<file path="src/rtl/dmairq_pkg.sv">
package dmairq_pkg;

   localparam int unsigned REG_W   = 32;
   localparam int unsigned HI_BASE = 16;

   localparam logic [3:0] OFF_ENABLE = 4'h0;
   localparam logic [3:0] OFF_STATUS = 4'h4;
   localparam logic [3:0] OFF_PRIO   = 4'h8;

   typedef enum logic [1:0] {
      SEL_ENABLE,
      SEL_STATUS,
      SEL_PRIO,
      SEL_NONE
   } reg_sel_e;

   // Status bit used by the half-transfer event of channel ch
   function automatic int unsigned half_pos(input int unsigned ch,
                                            input int unsigned n_norm);
      if (ch < n_norm) return 2 * ch;
      return HI_BASE + 2 * (ch - n_norm);
   endfunction

   // Complete event sits one bit above the half event
   function automatic int unsigned done_pos(input int unsigned ch,
                                            input int unsigned n_norm);
      return half_pos(ch, n_norm) + 1;
   endfunction

   function automatic logic [REG_W-1:0] defined_mask(input int unsigned n_norm,
                                                     input int unsigned n_ded);
      logic [REG_W-1:0] m;
      m = '0;
      for (int unsigned c = 0; c < n_norm + n_ded; c++) begin
         m[half_pos(c, n_norm)] = 1'b1;
         m[done_pos(c, n_norm)] = 1'b1;
      end
      return m;
   endfunction

endpackage

</file>
<file path="src/rtl/dmairq_evmap.sv">
module dmairq_evmap
   import dmairq_pkg::*;
#(
   parameter int unsigned N_NORM = 4,
   parameter int unsigned N_DED  = 4,
   localparam int unsigned N_CH  = N_NORM + N_DED
) (
   input  logic [N_CH-1:0]  half_evt,
   input  logic [N_CH-1:0]  done_evt,
   output logic [REG_W-1:0] set_vec
);

   logic [N_CH-1:0][REG_W-1:0] per_ch;

   for (genvar c = 0; c < N_CH; c++) begin : g_ch
      localparam int unsigned HP = half_pos(c, N_NORM);
      localparam int unsigned DP = done_pos(c, N_NORM);
      always_comb begin
         per_ch[c]     = '0;
         per_ch[c][HP] = half_evt[c];
         per_ch[c][DP] = done_evt[c];
      end
   end

   always_comb begin
      set_vec = '0;
      for (int unsigned c = 0; c < N_CH; c++) begin
         set_vec = set_vec | per_ch[c];
      end
   end

endmodule

</file>
<file path="src/rtl/dmairq_pend.sv">
module dmairq_pend
   import dmairq_pkg::*;
#(
   parameter logic [REG_W-1:0] VALID = '1
) (
   input  logic             clk,
   input  logic             rst_n,
   input  logic [REG_W-1:0] set_vec,
   input  logic [REG_W-1:0] clr_vec,
   output logic [REG_W-1:0] pend_q
);

   for (genvar b = 0; b < REG_W; b++) begin : g_bit
      if (VALID[b]) begin : g_flop
         // An arriving event outranks an acknowledge of the same bit
         always_ff @(posedge clk or negedge rst_n) begin
            if (!rst_n)          pend_q[b] <= 1'b0;
            else if (set_vec[b]) pend_q[b] <= 1'b1;
            else if (clr_vec[b]) pend_q[b] <= 1'b0;
         end
      end else begin : g_tie
         assign pend_q[b] = 1'b0;
      end
   end

endmodule

</file>
<file path="src/rtl/dmairq_regs.sv">
module dmairq_regs
   import dmairq_pkg::*;
#(
   parameter int unsigned      ADDR_W = 4,
   parameter int unsigned      PRIO_W = 16,
   parameter logic [REG_W-1:0] VALID  = '1
) (
   input  logic              clk,
   input  logic              rst_n,
   input  logic              wr_en,
   input  logic [ADDR_W-1:0] addr,
   input  logic [REG_W-1:0]  wdata,
   input  logic [REG_W-1:0]  pend_q,
   output logic [REG_W-1:0]  en_q,
   output logic [REG_W-1:0]  clr_vec,
   output logic [REG_W-1:0]  rdata
);

   reg_sel_e          sel;
   logic [PRIO_W-1:0] prio_q;

   always_comb begin
      if      (addr == ADDR_W'(OFF_ENABLE)) sel = SEL_ENABLE;
      else if (addr == ADDR_W'(OFF_STATUS)) sel = SEL_STATUS;
      else if (addr == ADDR_W'(OFF_PRIO))   sel = SEL_PRIO;
      else                                  sel = SEL_NONE;
   end

   assign clr_vec = (wr_en && sel == SEL_STATUS) ? (wdata & VALID) : '0;

   always_ff @(posedge clk or negedge rst_n) begin
      if (!rst_n) begin
         en_q   <= '0;
         prio_q <= '0;
      end else if (wr_en) begin
         if (sel == SEL_ENABLE) en_q   <= wdata & VALID;
         if (sel == SEL_PRIO)   prio_q <= wdata[PRIO_W-1:0];
      end
   end

   always_comb begin
      unique case (sel)
         SEL_ENABLE: rdata = en_q;
         SEL_STATUS: rdata = pend_q;
         SEL_PRIO:   rdata = REG_W'(prio_q);
         default:    rdata = '0;
      endcase
   end

endmodule

</file>
<file path="src/rtl/dmairq_irqout.sv">
module dmairq_irqout
   import dmairq_pkg::*;
#(
   parameter bit OUT_REG = 1'b1
) (
   input  logic             clk,
   input  logic             rst_n,
   input  logic [REG_W-1:0] pend_q,
   input  logic [REG_W-1:0] en_q,
   output logic             irq
);

   logic any_hit;
   assign any_hit = |(pend_q & en_q);

   if (OUT_REG) begin : g_reg
      always_ff @(posedge clk or negedge rst_n) begin
         if (!rst_n) irq <= 1'b0;
         else        irq <= any_hit;
      end
   end else begin : g_comb
      // Unused: the clock is not needed without the output flop
      logic unused_clk;
      assign unused_clk = clk ^ rst_n;
      assign irq = any_hit;
   end

endmodule

</file>
<file path="src/rtl/dmairq_ctrl.sv">
module dmairq_ctrl
   import dmairq_pkg::*;
#(
   parameter int unsigned N_NORM  = 4,
   parameter int unsigned N_DED   = 4,
   parameter int unsigned ADDR_W  = 4,
   parameter int unsigned PRIO_W  = 16,
   parameter bit          OUT_REG = 1'b1,
   localparam int unsigned N_CH   = N_NORM + N_DED
) (
   input  logic              clk,
   input  logic              rst_n,
   input  logic              reg_wr_en,
   input  logic [ADDR_W-1:0] reg_addr,
   input  logic [31:0]       reg_wdata,
   output logic [31:0]       reg_rdata,
   input  logic [N_CH-1:0]   half_evt,
   input  logic [N_CH-1:0]   done_evt,
   output logic              irq
);

   localparam logic [REG_W-1:0] VALID = defined_mask(N_NORM, N_DED);

   if (N_NORM * 2 > HI_BASE) begin : g_chk_norm
      $error("dmairq_ctrl: N_NORM does not fit in the low half-word");
   end
   if (N_DED * 2 > REG_W - HI_BASE) begin : g_chk_ded
      $error("dmairq_ctrl: N_DED does not fit in the high half-word");
   end
   if (ADDR_W < 4) begin : g_chk_addr
      $error("dmairq_ctrl: ADDR_W must reach offset 0x08");
   end
   if (PRIO_W < 1 || PRIO_W > REG_W) begin : g_chk_prio
      $error("dmairq_ctrl: PRIO_W out of range");
   end

   logic [REG_W-1:0] set_vec;
   logic [REG_W-1:0] clr_vec;
   logic [REG_W-1:0] pend_q;
   logic [REG_W-1:0] en_q;

   dmairq_evmap #(.N_NORM(N_NORM), .N_DED(N_DED)) u_evmap (
      .half_evt (half_evt),
      .done_evt (done_evt),
      .set_vec  (set_vec)
   );

   dmairq_pend #(.VALID(VALID)) u_pend (
      .clk     (clk),
      .rst_n   (rst_n),
      .set_vec (set_vec),
      .clr_vec (clr_vec),
      .pend_q  (pend_q)
   );

   dmairq_regs #(.ADDR_W(ADDR_W), .PRIO_W(PRIO_W), .VALID(VALID)) u_regs (
      .clk     (clk),
      .rst_n   (rst_n),
      .wr_en   (reg_wr_en),
      .addr    (reg_addr),
      .wdata   (reg_wdata),
      .pend_q  (pend_q),
      .en_q    (en_q),
      .clr_vec (clr_vec),
      .rdata   (reg_rdata)
   );

   dmairq_irqout #(.OUT_REG(OUT_REG)) u_irq (
      .clk    (clk),
      .rst_n  (rst_n),
      .pend_q (pend_q),
      .en_q   (en_q),
      .irq    (irq)
   );

endmodule

</file>
<file path="config.mk">
export PLATFORM = sky130hd
export DESIGN_NAME = dmairq_ctrl
export DESIGN_NICKNAME = d
export VERILOG_FILES = /design/src/rtl/dmairq_pkg.sv /design/src/rtl/dmairq_evmap.sv /design/src/rtl/dmairq_pend.sv /design/src/rtl/dmairq_regs.sv /design/src/rtl/dmairq_irqout.sv /design/src/rtl/dmairq_ctrl.sv
export SDC_FILE = /design/constraint.sdc
export NUM_CORES = 1
export LEC_CHECK = 0
export BUFFER_PORTS_ARGS = -buffer_cell sky130_fd_sc_hd__buf_2
export CORE_UTILIZATION = 52
export CTS_CLUSTER_DIAMETER = 100
export CTS_CLUSTER_SIZE = 25
export DETAILED_ROUTE_END_ITERATION = 6
export HOLD_SLACK_MARGIN = 0.08
export PLACE_DENSITY_LB_ADDON = 0.12
export SLEW_MARGIN = 20
export SYNTH_ARGS = -nofsm -noshare
export SYNTH_HDL_FRONTEND = slang
export SYNTH_SLANG_ARGS = --single-unit
</file>
<file path="constraint.sdc">
create_clock -name clk -period 1.9 [get_ports clk]
set_input_delay 0.285 -clock clk [delete_from_list [all_inputs] [get_ports clk]]
set_output_delay 0.285 -clock clk [all_outputs]
set_load 0.005 [all_outputs]
</file>
* Word-level counts from Yosys, hierarchy flattened
Cells that the tools add are included.
** Cells by class
- Reductions and logical operators :: 22
- Bitwise logic cells :: 8
- Eq/ne operators :: 4
- Muxes and demuxes :: 37
** Operators by type and width (number)
- 24-bit one-hot mux with 3 select lines :: 1
- 1-bit two-way mux :: 33
- 2-bit nonzero test :: 16
- 32-bit OR reduction :: 1
- 24-bit bitwise AND :: 1
- 24-bit two-way mux :: 1
- 24-bit by 18-bit bitwise OR with 24-bit output :: 1
- 24-bit by 20-bit bitwise OR with 24-bit output :: 1
- 24-bit by 22-bit bitwise OR with 24-bit output :: 1
- 24-bit bitwise OR :: 1
- 24-bit by 8-bit bitwise OR with 24-bit output :: 1
- 4-bit by 6-bit bitwise OR with 6-bit output :: 1
- 4-bit by 3-bit == test with 1-bit output, second input constant :: 1
- 4-bit == test, second input constant :: 1
- 4-bit zero test :: 1
- 2-bit two-way mux :: 2
- 2-bit by 4-bit bitwise OR with 4-bit output :: 1
- 2-bit AND reduction :: 2
- 2-bit by 1-bit == test with 1-bit output, second input constant :: 1
- 2-bit == test, second input constant :: 1
- 2-bit zero test :: 1
- 1-bit logical AND :: 1
** Word-level totals
- Output and inout port bits :: 33
- Bits in registers :: 49
- Bits of input ports :: 55

* Depth between registers and ports, before layout
Gate-level depths: netlist (run 1).
- Depth after elaboration :: 9
- Gate-level depth with buffers :: 4
- Mapped depth without buffers :: 3

* Cells and area by module
From an unflattened synthesis (run 1), not the netlist that was laid out.
** Second synthesis, totals
- Cells, all modules :: 299
- Area, all modules :: 3151.8 um^2
** Modules (own cells, without submodules)
- dmairq_regs :: sequential area each 800.8 um^2, cells an instance 179, times used 1, area each 2020.7 um^2
- dmairq_pend :: sequential area each 400.4 um^2, cells an instance 65, times used 1, area each 704.4 um^2
- dmairq_evmap :: sequential area each 0.0 um^2, cells an instance 33, times used 1, area each 244.0 um^2
- dmairq_irqout :: sequential area each 25.0 um^2, cells an instance 22, times used 1, area each 182.7 um^2

* Worst setup path after synthesis (run 1)
OpenSTA, ideal clock, no wires.
- Path kind :: input to output
- Start point :: in reg_addr[2]
- End point :: out reg_rdata[0]
- Buffers on the path :: 1
- Arrival :: 1.193 ns
- Slack :: 0.422 ns
- Stages :: 4
- Cells stage by stage :: nor4b_4 > clkbuf_1 > a222oi_1 > inv_1
** On the way
- Cells in the longest elaborated chain, start to end :: 6
- Elaborated cells between the ends (all ways) :: 10
- Those cells by class :: eq/ne (4); mux (4); reduce/logical (2)
** RTL lines
- start, declared :: RTL line dmairq_ctrl.sv:14 : input logic [ADDR_W-1:0] reg_addr,
- 4-bit == test :: RTL line dmairq_regs.sv:25 : else if (addr == ADDR_W'(OFF_PRIO)) sel = SEL_PRIO;
- 1-bit two-way mux :: RTL line dmairq_regs.sv:25
- 2-bit two-way mux :: RTL line dmairq_regs.sv:24 : else if (addr == ADDR_W'(OFF_STATUS)) sel = SEL_STATUS;
- 2-bit two-way mux * :: RTL line dmairq_regs.sv:23 : if (addr == ADDR_W'(OFF_ENABLE)) sel = SEL_ENABLE;
- 2-bit == test, or another cell as far along :: RTL line dmairq_regs.sv:42 : unique case (sel)
- 24-bit one-hot mux with 3 select lines * :: RTL line dmairq_regs.sv:42
- end, declared :: RTL line dmairq_ctrl.sv:16 : output logic [31:0] reg_rdata,
Mark *: on every way between the ends. The rest lies on a longest branch, timed or not.

* Worst setup path in the final report (run 1)
- Start point :: in reg_addr[3]
- End point :: out reg_rdata[3]
Same word-level chain as after synthesis.

==> flow_metrics.tcl, run 1 <==
set metrics [dict create \
    syn-cell-area_um2 2320 \
    cts_resized 0 \
    start_util_pct 56.1 \
    ys_seq_elements 49 \
    final.setup.tns_ps 0 \
    vias_per_cell 5.65 \
    area_growth_pct 21.9 \
    power_density_nw_per_um2 813 \
    gp_congestion 0.726 \
    synth_area_per_cell_um2 13.1 \
    grt_pass1_wl_um 7400 \
    crit_arrival_ps 1340 \
    netlist_instances 177 \
    drive_gt1_share_pct 44.3 \
    cts_made_buffers 5 \
    status "finished clean" \
    routed_wl_um 4780 \
    cts_htree_levels 2 \
    grt_pass1_vias 1560 \
    clock-sinks 49 \
    critical_path.most_common_cell "buf_2" \
    rows 23 \
    start_kind "primary input" \
    cts.path.max_buffers 2 \
    vias 1711 \
    grtUsageTotal_pct 21.9 \
    max_stage_delay_ps 370 \
    cp.required_ps 1620 \
    hp-class "primary input to flip-flop" \
    die_w_um 68.8 \
    hpwl_um 3300 \
    rsz0062_at_grt "false" \
    grt_overflow 0 \
    cts_tree "done" \
    drv_cap 0 \
    core_um2 4140 \
    clk-insertion-delay-late_ps 300 \
    p_total_mw 2.30 \
    critPathSlowestCell "a222oi_1" \
    ys_types 23 \
    critical_path.startpoint "reg_addr[3]" \
    drt_pass1_iterations 4 \
    num_antenna_cells 0 \
    dp_slack_ps 234 \
    timing.fmax_mhz 615 \
    antenna_found_initial 0 \
    synth_warnings 0 \
    io_buffers 71 \
    fin_crit_sh_pct 85.6 \
    drc 0 \
    nFillCells 342 \
    skew_ps 7.60 \
    clk_pin_slew_worst_paths_ps 90 \
    die_area_um2 4740 \
    io_pins 88 \
    crit_chain "buf_2 -> nor4b_4 -> buf_4 -> a222oi_1 -> inv_1 -> buf_2" \
    final_common_cell "buf_2" \
    ir_drop_mv 0.655 \
    avgRoutedWirePerCell_um 15.8 \
    dp.cells 294 \
    die_y_um 68.8 \
    ys_seq_area_share_pct 52.8 \
    fin_crit_ps 1630 \
    setup_slack_ps 273 \
    setup-violations-final 0 \
    crit_type "primary input to output port" \
    end_kind "output port" \
    nets 307 \
    stdcell_count 303 \
    drt_iter0_markers 140 \
    hold_viol 0 \
    whs_ps 153 \
    drv_slew 0 \
    crit-reg2reg-launch "u_regs.en_q[7]" \
    grt_max_degree 50 \
    leakagePower_nw 1.39 \
    cts-root-buf "clkbuf_8" \
    post_cts_buffers 0 \
    ant_nets 0 \
    critical_path_peak_fanout 17 \
    hold_start "done_evt[1]" \
    final_cell_mix "buf_2 (71), dfrtp_1 (49), nand3_1 (16), a21o_1 (16)" \
]
worst max-delay path, delay by kind of cell:
family                 cells  cell delay [ps]
buffers and inverters      4              550
AOI/OAI and AO/OA          1              370
and+or+nand+nor            1              130
flip-flops by register name, indices dropped and copies added (netlist names):
| name | flops |
|---|---|
| u_regs.prio_q | 16 |
| u_irq.irq | 1 |
| u_regs.en_q | 16 |
| u_pend.pend_q | 16 |
cell type report:
cell class / instances / area, um2 / share of cell area [%]
clock buffers: 5 / 68.8 / 2.43
clock inverters: 3 / 17.5 / 0.619
inverters: 8 / 30.0 / 1.06
multi-input cells: 110 / 991 / 35.0
flip-flops and latches: 49 / 1230 / 43.3
well taps: 50 / 62.6 / 2.21
repair buffers: 78 / 435 / 15.4
worst paths after layout:
kind	end	slack (ps)	depth (start not counted)
worst min-delay path	u_pend.pend_q[3]	150	2
worst max register to register	u_irq.irq	660	3
worst max-delay path	reg_rdata[3]	270	6
min in group asynchronous	u_regs.prio_q[14]	490	3
max in group asynchronous	u_irq.irq	1180	3
worst min register to register	u_regs.prio_q[13]	510	1
cells in the mapped netlist:
master | n | share of area [%]
buf_4 | 8 | 2.6
buf_1 | 2 | 0.32
inv_1 | 8 | 1.3
a21o_1 | 16 | 5.2
buf_6 | 2 | 0.97
mux2_1 | 10 | 4.8
buf_2 | 2 | 0.43
nand2_2 | 1 | 0.27
mux2_4 | 10 | 6.5
nor4b_4 | 1 | 1.0
conb_1 | 1 | 0.16
a22o_1 | 12 | 4.5
nand3_1 | 16 | 3.4
a221oi_1 | 4 | 1.5
mux2_2 | 12 | 5.8
nand4_1 | 1 | 0.27
nor4b_2 | 1 | 0.65
dfrtp_1 | 49 | 53
nor4_4 | 1 | 0.92
and2_1 | 8 | 2.2
nand2_4 | 1 | 0.48
a222oi_1 | 8 | 3.4
clkbuf_1 | 3 | 0.48
per-layer routing:
| metal | up-vias | global-route usage, % | part of all wire, % |
|---|---|---|---|
| li1 | 796 | - | - |
| met1 | 852 | 28.7 | 44 |
| met2 | 59 | 35.6 | 50 |
| met3 | 4 | 5.26 | 5.3 |
| met4 | 0 | 6.89 | 0.98 |
| met5 | - | 0 | 0 |
power by group:
group	internal [mW]	leakage, nW	switching [mW]	total (mW)
sequential	1.20	0.543	0.102	1.31
clock	0.254	0.0439	0.338	0.592
combinational	0.247	0.807	0.156	0.403
what timing repair did:
item | in CTS | in global routing
hold buffers | 1 | 0
hold endpoints to repair | 49 | 0
setup endpoints to repair | 0 | 0
cells by family (layout without fill, tap and decap cells):
family	count (synthesis)	after routing	share of synthesized area, %
flops	49	49	52.8
compound gates	40	40	14.6
mux	32	32	17.1
simple gates	30	30	9.21
buf+inv	25	94	6.09
other cells	1	8	0.161
metrics by stage:
step / cell area [um2] / util [%]
global placement: 2740 / 66.0
finish: 2830 / 68.3
global route: 2830 / 68.3
floorplan: 2350 / -
detailed placement: 2740 / 66.0
CTS: 2830 / 68.3
No activity file was read; power rests on OpenSTA's default activity.
==> run 2, diff against run 1 <==
- CORE_UTILIZATION: 52 -> 57
- HOLD_SLACK_MARGIN: 0.08 -> default
- SYNTH_HIERARCHICAL: default -> 1
==> flow_metrics.tcl, run 2 <==
set metrics [dict create \
    crit_type "primary input to output port" \
    gp_congestion 0.784 \
    p_total_mw 2.56 \
    antenna_found_initial 0 \
    die_area_um2 5390 \
    power_density_nw_per_um2 786 \
    nets 381 \
    setup-violations-final 0 \
    vias_per_cell 5.06 \
    netlist_instances 266 \
    grt_max_degree 31 \
    die_y_um 73.4 \
    die_w_um 73.4 \
    hpwl_um 4260 \
    end_kind "output port" \
    syn-cell-area_um2 2910 \
    synth_warnings 6 \
    crit_arrival_ps 1510 \
    ir_drop_mv 0.540 \
    grt_overflow 0 \
    num_antenna_cells 0 \
    cts_made_buffers 5 \
    cts-root-buf "clkbuf_8" \
    grt_pass1_wl_um 9270 \
    fin_crit_ps 1790 \
    hold_buffers 1 \
    leakagePower_nw 1.58 \
    avgRoutedWirePerCell_um 14.8 \
    clk_pin_slew_worst_paths_ps 90 \
    final_cell_mix "buf_2 (71), dfrtp_1 (49), conb_1 (32)" \
    top_regs "u_pend/pend_q x16, u_regs/en_q x16, u_regs/prio_q x16" \
    post_cts_buffers 0 \
    start_kind "primary input" \
    critical_path_peak_fanout 8 \
    drv_slew 0 \
    hp-class "primary input to flip-flop" \
    drt_iter0_markers 70 \
    io_pins 88 \
    cts_tree "done" \
    drt_pass1_iterations 4 \
    start_util_pct 60.4 \
    drc 0 \
    timing.fmax_mhz 557 \
    fin_crit_sh_pct 94.5 \
    drv_cap 0 \
    cp.required_ps 1620 \
    hold_viol 0 \
    final.setup.tns_ps 0 \
    rsz0062_at_grt "false" \
    grt_pass1_vias 1919 \
    core_um2 4820 \
    cts_resized 0 \
    grtUsageTotal_pct 23.6 \
    io_buffers 71 \
    clock-sinks 49 \
    synth_area_per_cell_um2 10.9 \
    clk-insertion-delay-late_ps 300 \
    drive_gt1_share_pct 37.6 \
    rows 25 \
    vias 1994 \
    area_growth_pct 11.9 \
    nFillCells 405 \
    skew_ps 10.3 \
    final_common_cell "buf_2" \
    cts_htree_levels 2 \
    cts.path.max_buffers 2 \
    routed_wl_um 5840 \
    ant_nets 0 \
    status "finished clean" \
]
==> run 2: metal layers <==
metal / GRT usage [%] / share of wire [%] / vias up
met1: 31.8 / 44 / 963
met4: 7.05 / 1.2 / 0
li1: - / - / 960
met3: 5.76 / 5.4 / 7
met2: 37.9 / 49 / 64
met5: 0 / 0 / -
==> run 2: power by group <==
part	internal [mW]	switching [mW]	total, mW
Combinational	0.282	0.187	0.470
Sequential	1.20	0.109	1.31
Clock	0.430	0.345	0.775
Total	1.92	0.641	2.56
==> run 2: per-stage QoR <==
step | utilization (%) | instances | hold WS, ps | area [um2] | setup WS, ps
floorplan | - | 296 | -10.6 | 3020 | 295
global placement | 64.9 | 385 | 268 | 3130 | 110
detailed placement | 64.9 | 385 | 269 | 3130 | 107
CTS | 67.6 | 394 | 140 | 3250 | 105
global route | 67.6 | 394 | 130 | 3250 | 11.1
finish | 67.6 | 394 | 150 | 3250 | 105
==> run 2: area by class of cell <==
class	count	area [um2]	area share, %
Clock buffer	7	86.3	2.65
Clock inverter	1	30.0	0.923
Inverter	16	60.1	1.85
Multi-Input combinational cell	174	1330	40.9
Sequential cell	49	1230	37.7
Tap cell	67	83.8	2.58
Timing Repair Buffer	80	438	13.5
==> run 2: worst max-delay path: stages <==
cell and delay (ps):
buf_2 140, or3_1 500, nor2_1 120, buf_4 180
a22o_1 170, buf_2 110
==> run 2: final timing paths <==
| kind | from | end | slack, ps | depth (start not counted) |
|---|---|---|---|---|
| min | done_evt[0] | u_pend/pend_q[1] | 150 | 2 |
| max in group asynchronous | rst_n | u_pend/pend_q[18] | 920 | 3 |
| min in group asynchronous | rst_n | u_regs/en_q[7] | 460 | 2 |
| max reg2reg | u_pend/pend_q[3] | u_irq/irq | 460 | 3 |
| max | reg_addr[1] | reg_rdata[19] | 110 | 6 |
| min reg2reg | u_regs/prio_q[11] | u_regs/prio_q[11] | 510 | 1 |
